File: config.mk
export PLATFORM = sky130hd
export DESIGN_NAME = uart_fifo_irq_unit
export DESIGN_NICKNAME = d
export VERILOG_FILES = /design/src/rtl/uff_pkg.sv /design/src/rtl/uff_level_ctr.sv /design/src/rtl/uff_rx_timer.sv /design/src/rtl/uff_flush_seq.sv /design/src/rtl/uart_fifo_irq_unit.sv
export SDC_FILE = /design/constraint.sdc
export NUM_CORES = 1
export LEC_CHECK = 0
export ABC_AREA = 1
export CAP_MARGIN = 25
export CORE_MARGIN = 2
export CORE_UTILIZATION = 25
export DETAILED_ROUTE_END_ITERATION = 10
export HOLD_SLACK_MARGIN = 0.1
export PLACE_DENSITY_LB_ADDON = 0.25
export REMOVE_ABC_BUFFERS = 1
export SLEW_MARGIN = 20
export SYNTH_ARGS = -nofsm -noshare
export SYNTH_HDL_FRONTEND = slang
export SYNTH_SLANG_ARGS = --single-unit
File: constraint.sdc
create_clock -name clk -period 2.9 [get_ports clk]
set_input_delay 0.435 -clock clk [delete_from_list [all_inputs] [get_ports clk]]
set_output_delay 0.435 -clock clk [all_outputs]
set_load 0.1 [all_outputs]
File: src/rtl/uff_pkg.sv
package uff_pkg;

    localparam int STAT_W = 14;

    typedef enum logic [1:0] {
        RA_IEN  = 2'd0,
        RA_ISR  = 2'd1,
        RA_FCTL = 2'd2,
        RA_FIDX = 2'd3
    } reg_addr_e;

    localparam int FC_EN     = 0;
    localparam int FC_TX_RST = 2;
    localparam int FC_RX_RST = 3;

    // Status layout, most significant field first (bit 13 down to bit 0).
    typedef struct packed {
        logic bus_err;
        logic brk_done;
        logic rx_tout;
        logic cts_tgl;
        logic frm_err;
        logic par_err;
        logic rx_ovr;
        logic tx_udr;
        logic rx_full;
        logic rx_afull;
        logic tx_empty;
        logic tx_aempty;
        logic rx_data;
        logic tx_data;
    } stat_t;

    function automatic logic [31:0] fidx_word(input logic [4:0] txn, input logic [4:0] rxn);
        return {19'd0, rxn, 3'd0, txn};
    endfunction

endpackage

File: src/rtl/uff_level_ctr.sv
module uff_level_ctr #(
    parameter int DEPTH = 16,
    parameter int CNT_W = 5
) (
    input  logic             clk,
    input  logic             rst,
    input  logic             clr,
    input  logic             push,
    input  logic             pop,
    output logic [CNT_W-1:0] level,
    output logic             push_ok,
    output logic             pop_ok,
    output logic             push_lost,
    output logic             pop_lost
);

    localparam logic [CNT_W-1:0] FULL = CNT_W'(DEPTH);

    assign pop_ok    = pop  && !clr && (level != '0);
    assign pop_lost  = pop  && !clr && (level == '0);
    assign push_ok   = push && !clr && ((level != FULL) || pop_ok);
    assign push_lost = push && !clr && (level == FULL) && !pop_ok;

    always_ff @(posedge clk) begin
        if (rst || clr) begin
            level <= '0;
        end else if (push_ok && !pop_ok) begin
            level <= level + 1'b1;
        end else if (pop_ok && !push_ok) begin
            level <= level - 1'b1;
        end
    end

endmodule

File: src/rtl/uff_rx_timer.sv
module uff_rx_timer #(
    parameter int TOUT_CHARS = 4
) (
    input  logic clk,
    input  logic rst,
    input  logic restart,
    input  logic tick,
    output logic fire
);

    localparam int TW = $clog2(TOUT_CHARS + 1);
    localparam logic [TW-1:0] LIMIT = TW'(TOUT_CHARS);

    logic [TW-1:0] tcnt;

    always_ff @(posedge clk) begin
        if (rst || restart) begin
            tcnt <= '0;
        end else if (tick && (tcnt != LIMIT)) begin
            tcnt <= tcnt + 1'b1;
        end
    end

    // Fires once, on the tick that brings the count to the limit.
    assign fire = tick && !restart && (tcnt == LIMIT - 1'b1);

endmodule

File: src/rtl/uff_flush_seq.sv
module uff_flush_seq #(
    parameter int FLUSH_CYC = 4
) (
    input  logic       clk,
    input  logic       rst,
    input  logic [1:0] start,
    output logic [1:0] busy
);

    localparam int FW = $clog2(FLUSH_CYC + 1);

    logic [1:0]    pend;
    logic [FW-1:0] cnt;

    always_ff @(posedge clk) begin
        if (rst) begin
            pend <= '0;
            cnt  <= '0;
        end else if (|start) begin
            pend <= pend | start;
            cnt  <= FW'(FLUSH_CYC);
        end else if (|pend) begin
            if (cnt <= FW'(1)) begin
                pend <= '0;
                cnt  <= '0;
            end else begin
                cnt <= cnt - 1'b1;
            end
        end
    end

    assign busy = pend;

endmodule

File: src/rtl/uart_fifo_irq_unit.sv
module uart_fifo_irq_unit
    import uff_pkg::*;
#(
    parameter int DEPTH      = 16,
    parameter int AE_LVL     = 4,
    parameter int AF_LVL     = 12,
    parameter int TOUT_CHARS = 4,
    parameter int FLUSH_CYC  = 4
) (
    input  logic        clk,
    input  logic        rst,
    input  logic        reg_wr,
    input  logic [1:0]  reg_addr,
    input  logic [31:0] reg_wdata,
    output logic [31:0] reg_rdata,
    input  logic        tx_push,
    input  logic        tx_pop,
    input  logic        rx_push,
    input  logic        rx_par_err,
    input  logic        rx_frm_err,
    input  logic        rx_pop,
    input  logic        cts_in,
    input  logic        char_tick,
    input  logic        brk_done,
    input  logic        bus_err,
    output logic        irq
);

    localparam int CNT_W = $clog2(DEPTH + 1);
    localparam logic [CNT_W-1:0] LVL_FULL = CNT_W'(DEPTH);
    localparam logic [CNT_W-1:0] LVL_AE   = CNT_W'(AE_LVL);
    localparam logic [CNT_W-1:0] LVL_AF   = CNT_W'(AF_LVL);

    logic              wr_ien, wr_isr, wr_fctl;
    logic [STAT_W-1:0] en_q;
    logic [STAT_W-1:0] stat_vec;
    logic [STAT_W-1:0] set_vec;
    logic [STAT_W-1:0] stat_clr;
    stat_t             stat_set;
    logic              fifo_en_q;
    logic [1:0]        flush_go;
    logic [1:0]        flush_busy;
    logic              tx_clr, rx_clr;
    logic [CNT_W-1:0]  tx_cnt, rx_cnt;
    logic              tx_push_ok, tx_pop_ok, tx_push_lost, tx_pop_lost;
    logic              rx_push_ok, rx_pop_ok, rx_push_lost, rx_pop_lost;
    logic              tout_restart, tout_fire;
    logic              cts_q;
    logic              unused_bits;

    assign unused_bits = ^{reg_wdata[31:STAT_W], tx_push_ok, rx_pop_ok, rx_pop_lost};

    // ---------------- register decode ----------------
    assign wr_ien  = reg_wr && (reg_addr == RA_IEN);
    assign wr_isr  = reg_wr && (reg_addr == RA_ISR);
    assign wr_fctl = reg_wr && (reg_addr == RA_FCTL);

    assign flush_go = wr_fctl ? {reg_wdata[FC_RX_RST], reg_wdata[FC_TX_RST]} : 2'b00;
    assign stat_clr = wr_isr ? reg_wdata[STAT_W-1:0] : '0;

    always_ff @(posedge clk) begin
        if (rst) begin
            en_q      <= '0;
            fifo_en_q <= 1'b0;
        end else begin
            if (wr_ien)  en_q      <= reg_wdata[STAT_W-1:0];
            if (wr_fctl) fifo_en_q <= reg_wdata[FC_EN];
        end
    end

    // ---------------- flush sequencing ----------------
    uff_flush_seq #(.FLUSH_CYC(FLUSH_CYC)) flush_i (
        .clk   (clk),
        .rst   (rst),
        .start (flush_go),
        .busy  (flush_busy)
    );

    assign tx_clr = !fifo_en_q || flush_go[0] || flush_busy[0];
    assign rx_clr = !fifo_en_q || flush_go[1] || flush_busy[1];

    // ---------------- level counters ----------------
    uff_level_ctr #(.DEPTH(DEPTH), .CNT_W(CNT_W)) tx_lvl_i (
        .clk       (clk),
        .rst       (rst),
        .clr       (tx_clr),
        .push      (tx_push),
        .pop       (tx_pop),
        .level     (tx_cnt),
        .push_ok   (tx_push_ok),
        .pop_ok    (tx_pop_ok),
        .push_lost (tx_push_lost),
        .pop_lost  (tx_pop_lost)
    );

    uff_level_ctr #(.DEPTH(DEPTH), .CNT_W(CNT_W)) rx_lvl_i (
        .clk       (clk),
        .rst       (rst),
        .clr       (rx_clr),
        .push      (rx_push),
        .pop       (rx_pop),
        .level     (rx_cnt),
        .push_ok   (rx_push_ok),
        .pop_ok    (rx_pop_ok),
        .push_lost (rx_push_lost),
        .pop_lost  (rx_pop_lost)
    );

    // ---------------- receive timeout ----------------
    assign tout_restart = rx_clr || rx_push_ok || (rx_cnt == '0);

    uff_rx_timer #(.TOUT_CHARS(TOUT_CHARS)) tout_i (
        .clk     (clk),
        .rst     (rst),
        .restart (tout_restart),
        .tick    (char_tick),
        .fire    (tout_fire)
    );

    // ---------------- CTS edge detection ----------------
    always_ff @(posedge clk) begin
        cts_q <= cts_in;
    end

    // ---------------- status set conditions ----------------
    always_comb begin
        stat_set           = '0;
        stat_set.tx_data   = tx_pop_ok;
        stat_set.rx_data   = rx_push_ok;
        stat_set.tx_aempty = fifo_en_q && (tx_cnt <= LVL_AE);
        stat_set.tx_empty  = fifo_en_q && (tx_cnt == '0);
        stat_set.rx_afull  = fifo_en_q && (rx_cnt >= LVL_AF);
        stat_set.rx_full   = fifo_en_q && (rx_cnt == LVL_FULL);
        stat_set.tx_udr    = tx_pop_lost;
        stat_set.rx_ovr    = rx_push_lost;
        stat_set.par_err   = rx_push_ok && rx_par_err;
        stat_set.frm_err   = rx_push_ok && rx_frm_err;
        stat_set.cts_tgl   = cts_q ^ cts_in;
        stat_set.rx_tout   = tout_fire;
        stat_set.brk_done  = brk_done;
        stat_set.bus_err   = bus_err;
    end

    assign set_vec = stat_set;

    // One sticky cell per status bit; a set in the clear cycle wins.
    for (genvar b = 0; b < STAT_W; b++) begin : g_stat
        always_ff @(posedge clk) begin
            if (rst) begin
                stat_vec[b] <= 1'b0;
            end else begin
                stat_vec[b] <= set_vec[b] | (stat_vec[b] & ~stat_clr[b]);
            end
        end
    end

    assign irq = |(stat_vec & en_q);

    // ---------------- read mux ----------------
    always_comb begin
        case (reg_addr)
            RA_IEN:  reg_rdata = {{(32-STAT_W){1'b0}}, en_q};
            RA_ISR:  reg_rdata = {{(32-STAT_W){1'b0}}, stat_vec};
            RA_FCTL: reg_rdata = {28'd0, flush_busy[1], flush_busy[0], 1'b0, fifo_en_q};
            default: reg_rdata = fidx_word(5'(tx_cnt), 5'(rx_cnt));
        endcase
    end

endmodule

**After elaboration in Yosys (flattened, before gate mapping)**

Cells that the tools add are included.

- Bits in registers: 48
- RAM bits: 0
- ROM bits: 0
- Memories: 0
- Latch bits: 0
- Word-level logic and storage cells: 157

- Equality and inequality tests: 7
- Mux-type cells: 13
- Order comparisons: 3
- Bitwise logic cells: 45
- Multiply operators: 0
- Divide/modulo/power cells: 0
- Add/sub/neg operators: 6
- Reduce and logical (&&, ||, !) cells: 60
- Shifts and indexed selects: 0

Operator list:

| operator | count |
|---|---|
| $pmux W14 S3 | 1 |
| $logic_and A1 B1 Y1 | 27 |
| $mux W5 | 4 |
| $and A1 B1 Y1 | 14 |
| $and A14 B14 Y14 | 1 |
| $mux W14 | 1 |
| $not A1 Y1 | 14 |
| $or A1 B1 Y1 | 14 |
| $reduce_or A14 Y1 | 1 |
| $logic_or A1 B1 Y1 | 11 |
| $add A5 B1 Y5 const B | 2 |
| $logic_not A5 Y1 | 2 |
| $ne A5 B5 Y1 const B | 2 |
| $reduce_bool A5 Y1 | 2 |
| $sub A5 B1 Y5 const B | 2 |
| $mux W3 | 3 |
| $logic_not A1 Y1 | 8 |
| $mux W2 | 4 |
| $reduce_bool A2 Y1 | 4 |
| $eq A5 B5 Y1 const B | 1 |
| $ge A5 B4 Y1 const B | 1 |
| $le A5 B3 Y1 const B | 1 |
| $reduce_or A2 Y1 | 2 |
| $add A3 B1 Y3 const B | 1 |
| 11 further kinds | 11 |

**Longest topological paths before layout**

- Depth after elaboration: 16
- Mapped depth: 16
- Depth with buffers taken out: 16

**By module**

A second synthesis with hierarchy kept.

- Cell total of the unflattened synthesis: 458
- Area total of the unflattened synthesis: 3039.2 um2

By module, submodules not included:

| module | times used | area an instance (um2) | cells each | sequential area each (um2) |
|---|---|---|---|---|
| uart_fifo_irq_unit | 1 | 1749.2 | 263 | 600.6 |
| uff_level_ctr | 2 | 421.7 | 65 | 100.1 |
| uff_flush_seq | 1 | 255.2 | 37 | 100.1 |
| uff_rx_timer | 1 | 191.4 | 28 | 60.1 |

**Worst setup path after synthesis**

No wires, ideal clock.

- Path type: input-to-output
- Start point: input port reg_addr[1]
- End point: output port reg_rdata[7]
- Data arrival time: 2.764 ns
- Cell stages on the path: 3
- Slack: -0.299 ns
- Required time: 2.465 ns
- Cells stage by stage: nor2_1 > inv_2 > o21ai_0

- Cells in the longest elaborated chain, start to end: 2
- Elaborated cells between the ends (all ways): 4
- Those cells by class: eq/ne (2); mux (1); reduce/logical (1)

RTL lines:

| element | line | RTL |
|---|---|---|
| from (decl) | uart_fifo_irq_unit.sv:13 | `input logic [1:0] reg_addr,` |
| $eq A2 B2 Y1 (tied with other cells) | uart_fifo_irq_unit.sv:161 | `case (reg_addr)` |
| $pmux W14 S3 * | uart_fifo_irq_unit.sv:161 |  |
| to (decl) | uart_fifo_irq_unit.sv:15 | `output logic [31:0] reg_rdata,` |

Mark *: on every way between the ends. The rest lies on a longest branch, timed or not.

**Final worst setup path**

- Start point: input port reg_addr[1]
- End point: output port reg_rdata[9]

Same word-level chain as after synthesis.

==> flow_metrics.env <==
export IMPL_path_clk_slew_ns=0.09
export IMPL_place_area_um2=3660
export IMPL_grt_pass1_wl_um=12700
export IMPL_r2r_start="rx_lvl_i.level[0]"
export IMPL_drc=0
export IMPL_fillCellCount=1157
export IMPL_worstPathMaxFanout=6
export IMPL_timing_rr_end="rx_lvl_i.level[4]"
export IMPL_die_area_um2=12100
export IMPL_nNetsFinal=524
export IMPL_layout_min_cycle_time_ns=2.71
export IMPL_worst_pin_slew_ns=0.705
export IMPL_antenna_cells=0
export IMPL_synth_top_cell_area_share_pct=34.1
export IMPL_yosys_top_cells_area="dfxtp_1 (34%), nand2_1 (12%), a21oi_1 (6.8%), inv_1 (6.0%), ha_1 (5.8%)"
export IMPL_drt_initial_drc_count=131
export IMPL_path_depth=6
export IMPL_netlist_area_um2=2810
export IMPL_gr_total_overflow=0
export IMPL_holdBufCountCts=0
export IMPL_synth_top_area_cell="dfxtp_1"
export IMPL_seq_area_frac_synth_pct=34.1
export IMPL_hold_worst_slack_ns=0.472
export IMPL_irDropWorstVdd_mv=0.164
export IMPL_drive_gt1_share_pct=15.4
export IMPL_slowest_stage="clkdlybuf4s50_1"
export IMPL_wl_um=7860
export IMPL_ys_types=39
export IMPL_final_antenna_net_count=0
export IMPL_avgSynthCellArea_um2=7.16
export IMPL_worst_path_buf_inv=4
export IMPL_cts_root_buf="clkbuf_8"
export IMPL_synth_flop_cell="dfxtp_1"
export IMPL_synthArstFlopShare_pct=0
export IMPL_startpoint_type="input port"
export IMPL_reg2reg_slack_ns=0.44
export IMPL_critical_path_top_delay_family="buffers and inverters"
export IMPL_areaGrowthSynthToFinish_pct=33.0
export IMPL_route_detailed_wl_per_inst_um=13.1
export IMPL_required_ns=2.47
export IMPL_vias=2688
export IMPL_slew_violations=0
export IMPL_gp_congestion=0.846
export IMPL_rows=38
export IMPL_final_hold_viol_count=0
export IMPL_end_kind="primary output"
export IMPL_io_buffers=43
export IMPL_cts_buffer_depth=2
export IMPL_antenna_found_initial=0
export IMPL_skew_ns=0.00914
export IMPL_ff2ff_path_depth=15
export IMPL_core_um2=10900
export IMPL_syn_inst=393
export IMPL_gr_usage_all_layers_pct=13.7
export IMPL_firstDrtPassIters=4
export IMPL_fp_dieH_um=110
export IMPL_synth_most_common_cell="nand2_1"
export IMPL_pre_cts_ws_ns=-0.0959
export IMPL_synth_common_cells="nand2_1 (87), dfxtp_1 (48), inv_1 (45)"
export IMPL_maxSlewHeadroom_pct=52.9
export IMPL_setup_violations=0
export IMPL_cts_max_level=2
export IMPL_fin_area_um2=3740
export IMPL_cts_buffers=5
export IMPL_start_util_pct=25.8
export IMPL_yosysWarningCount=0
export IMPL_insertion_delay_ns=0.31
export IMPL_grt_max_degree=21
export IMPL_crit_path_end="reg_rdata[9]"
export IMPL_clock_sinks=48
export IMPL_path_cells="clkdlybuf4s50_1 -> buf_4 -> nor2_1 -> inv_1 -> o221ai_1 -> buf_12"
export IMPL_post_route_util_pct=34.4
export IMPL_rsz0062_at_grt="no"
export IMPL_cts_tree="yes"
export IMPL_place_hpwl_um=6050
export IMPL_synth_seq_cells=48
export IMPL_fmax_ghz=0.370
export IMPL_cpPeakStageDelay_ns=0.50
export IMPL_pin_count=80
export IMPL_synth_edff_count=0
export IMPL_worst_ep_arrival_time_ns=2.27
export IMPL_status="finished clean"
export IMPL_dieWidth_um=110
export IMPL_setup_ws_ns=0.194
export IMPL_power_density_nw_per_um2=389
export IMPL_via_per_inst=4.47
export IMPL_fin_crit_sh_pct=93.3
export IMPL_crit_type="in2out"
export IMPL_cap_viol_max_count=0
export IMPL_hold_class="reg2reg"
export IMPL_cp_startpoint="reg_addr[1]"
export IMPL_p_leak_nw=1.52
export IMPL_grt_pass1_vias=2669
==> metal layers <==
metal  wire length (µm)  share of wire, %  vias up  global-route usage, %
li1                   -                 -     1376                      -
met1               3570                45     1227                   17.2
met2               3820                49       75                   24.2
met3                358               4.6       10                   2.18
met4                109               1.4        0                   4.02
met5                  0                 0        -                      0
==> sequential cells by signal, indices dropped and copies added (netlist names) <==
register	cells
tout_i.tcnt	3
tx_lvl_i.level	5
rx_lvl_i.level	5
stat_vec	14
flush_i.cnt	3
cts_q	1
en_q	14
fifo_en_q	1
flush_i.busy	2
==> report_power, final <==
part / switching, W / internal (W)
Clock: 0.000228 / 0.000165
Combinational: 0.000260 / 0.000110
Sequential: 0.0000149 / 0.000679
==> cell usage in the layout (no fill, tap or decap), drive strengths merged, types with 2 or more instances in the layout <==
master	count
xnor2	2
o221ai	2
a211oi	2
xor2	7
nand2	93
nand3	16
nand3b	2
nor2	41
a21oi	38
clkdlybuf4s50	27
dfxtp	48
clkbuf	6
or2	2
inv	49
buf	44
nand4	4
o211ai	4
a22o	2
conb	18
a221oi	4
fa	2
ha	13
o21ai	28
==> timing repair <==
item | 4_1_cts | 5_1_grt
gates resized for setup | 0 | 1
setup endpoints to repair | 0 | 2
buffers inserted | 0 | 0
==> area by class of cell <==
cell class                      instances  area [µm²]  share of cell area, %
Multi-Input combinational cell        286        1540                   41.3
Sequential cell                        48         961                   25.7
Timing Repair Buffer                   72         801                   21.4
Inverter                               49         184                   4.91
Tap cell                              140         175                   4.68
Clock buffer                            6        72.6                   1.94
Clock inverter                          1        5.00                  0.134
==> stage by stage <==
step           power [W]  instances  TNS [ns]
4_1_cts          0.00148        602         0
3_5_place_dp     0.00108        595    -0.255
6_report         0.00146        602         0
5_1_grt          0.00152        602         0
3_3_place_gp     0.00108        595    -0.129
2_1_floorplan   0.000943        383     -1.69
==> tightest hold or removal path, cell delays in order, from the launching register on <==
cell     delay, ns
dfxtp_1       0.32
inv_1         0.06
a21oi_1       0.05
==> cell families after synthesis <==
kind of cell	Yosys count	share of synthesized area [%]
compound gates	85	17.3
simple gates	159	25.1
other cells	1	0.133
flops	48	34.1
xor+xnor	9	2.80
buf+inv	76	13.3
fa+ha+maj	15	7.20
==> worst min-delay path by stage <==
stage | start | endpoint | slack [ns] | cells past startpoint
after floorplan | en_q[7] | en_q[7] | 0.44 | 2
after global placement | en_q[7] | en_q[7] | 0.45 | 2
after detailed placement | en_q[7] | en_q[7] | 0.46 | 2
after CTS | en_q[7] | en_q[7] | 0.47 | 2
after global routing | en_q[9] | en_q[9] | 0.50 | 2
final | en_q[7] | en_q[7] | 0.47 | 2
No activity file was read; power rests on OpenSTA's default activity.
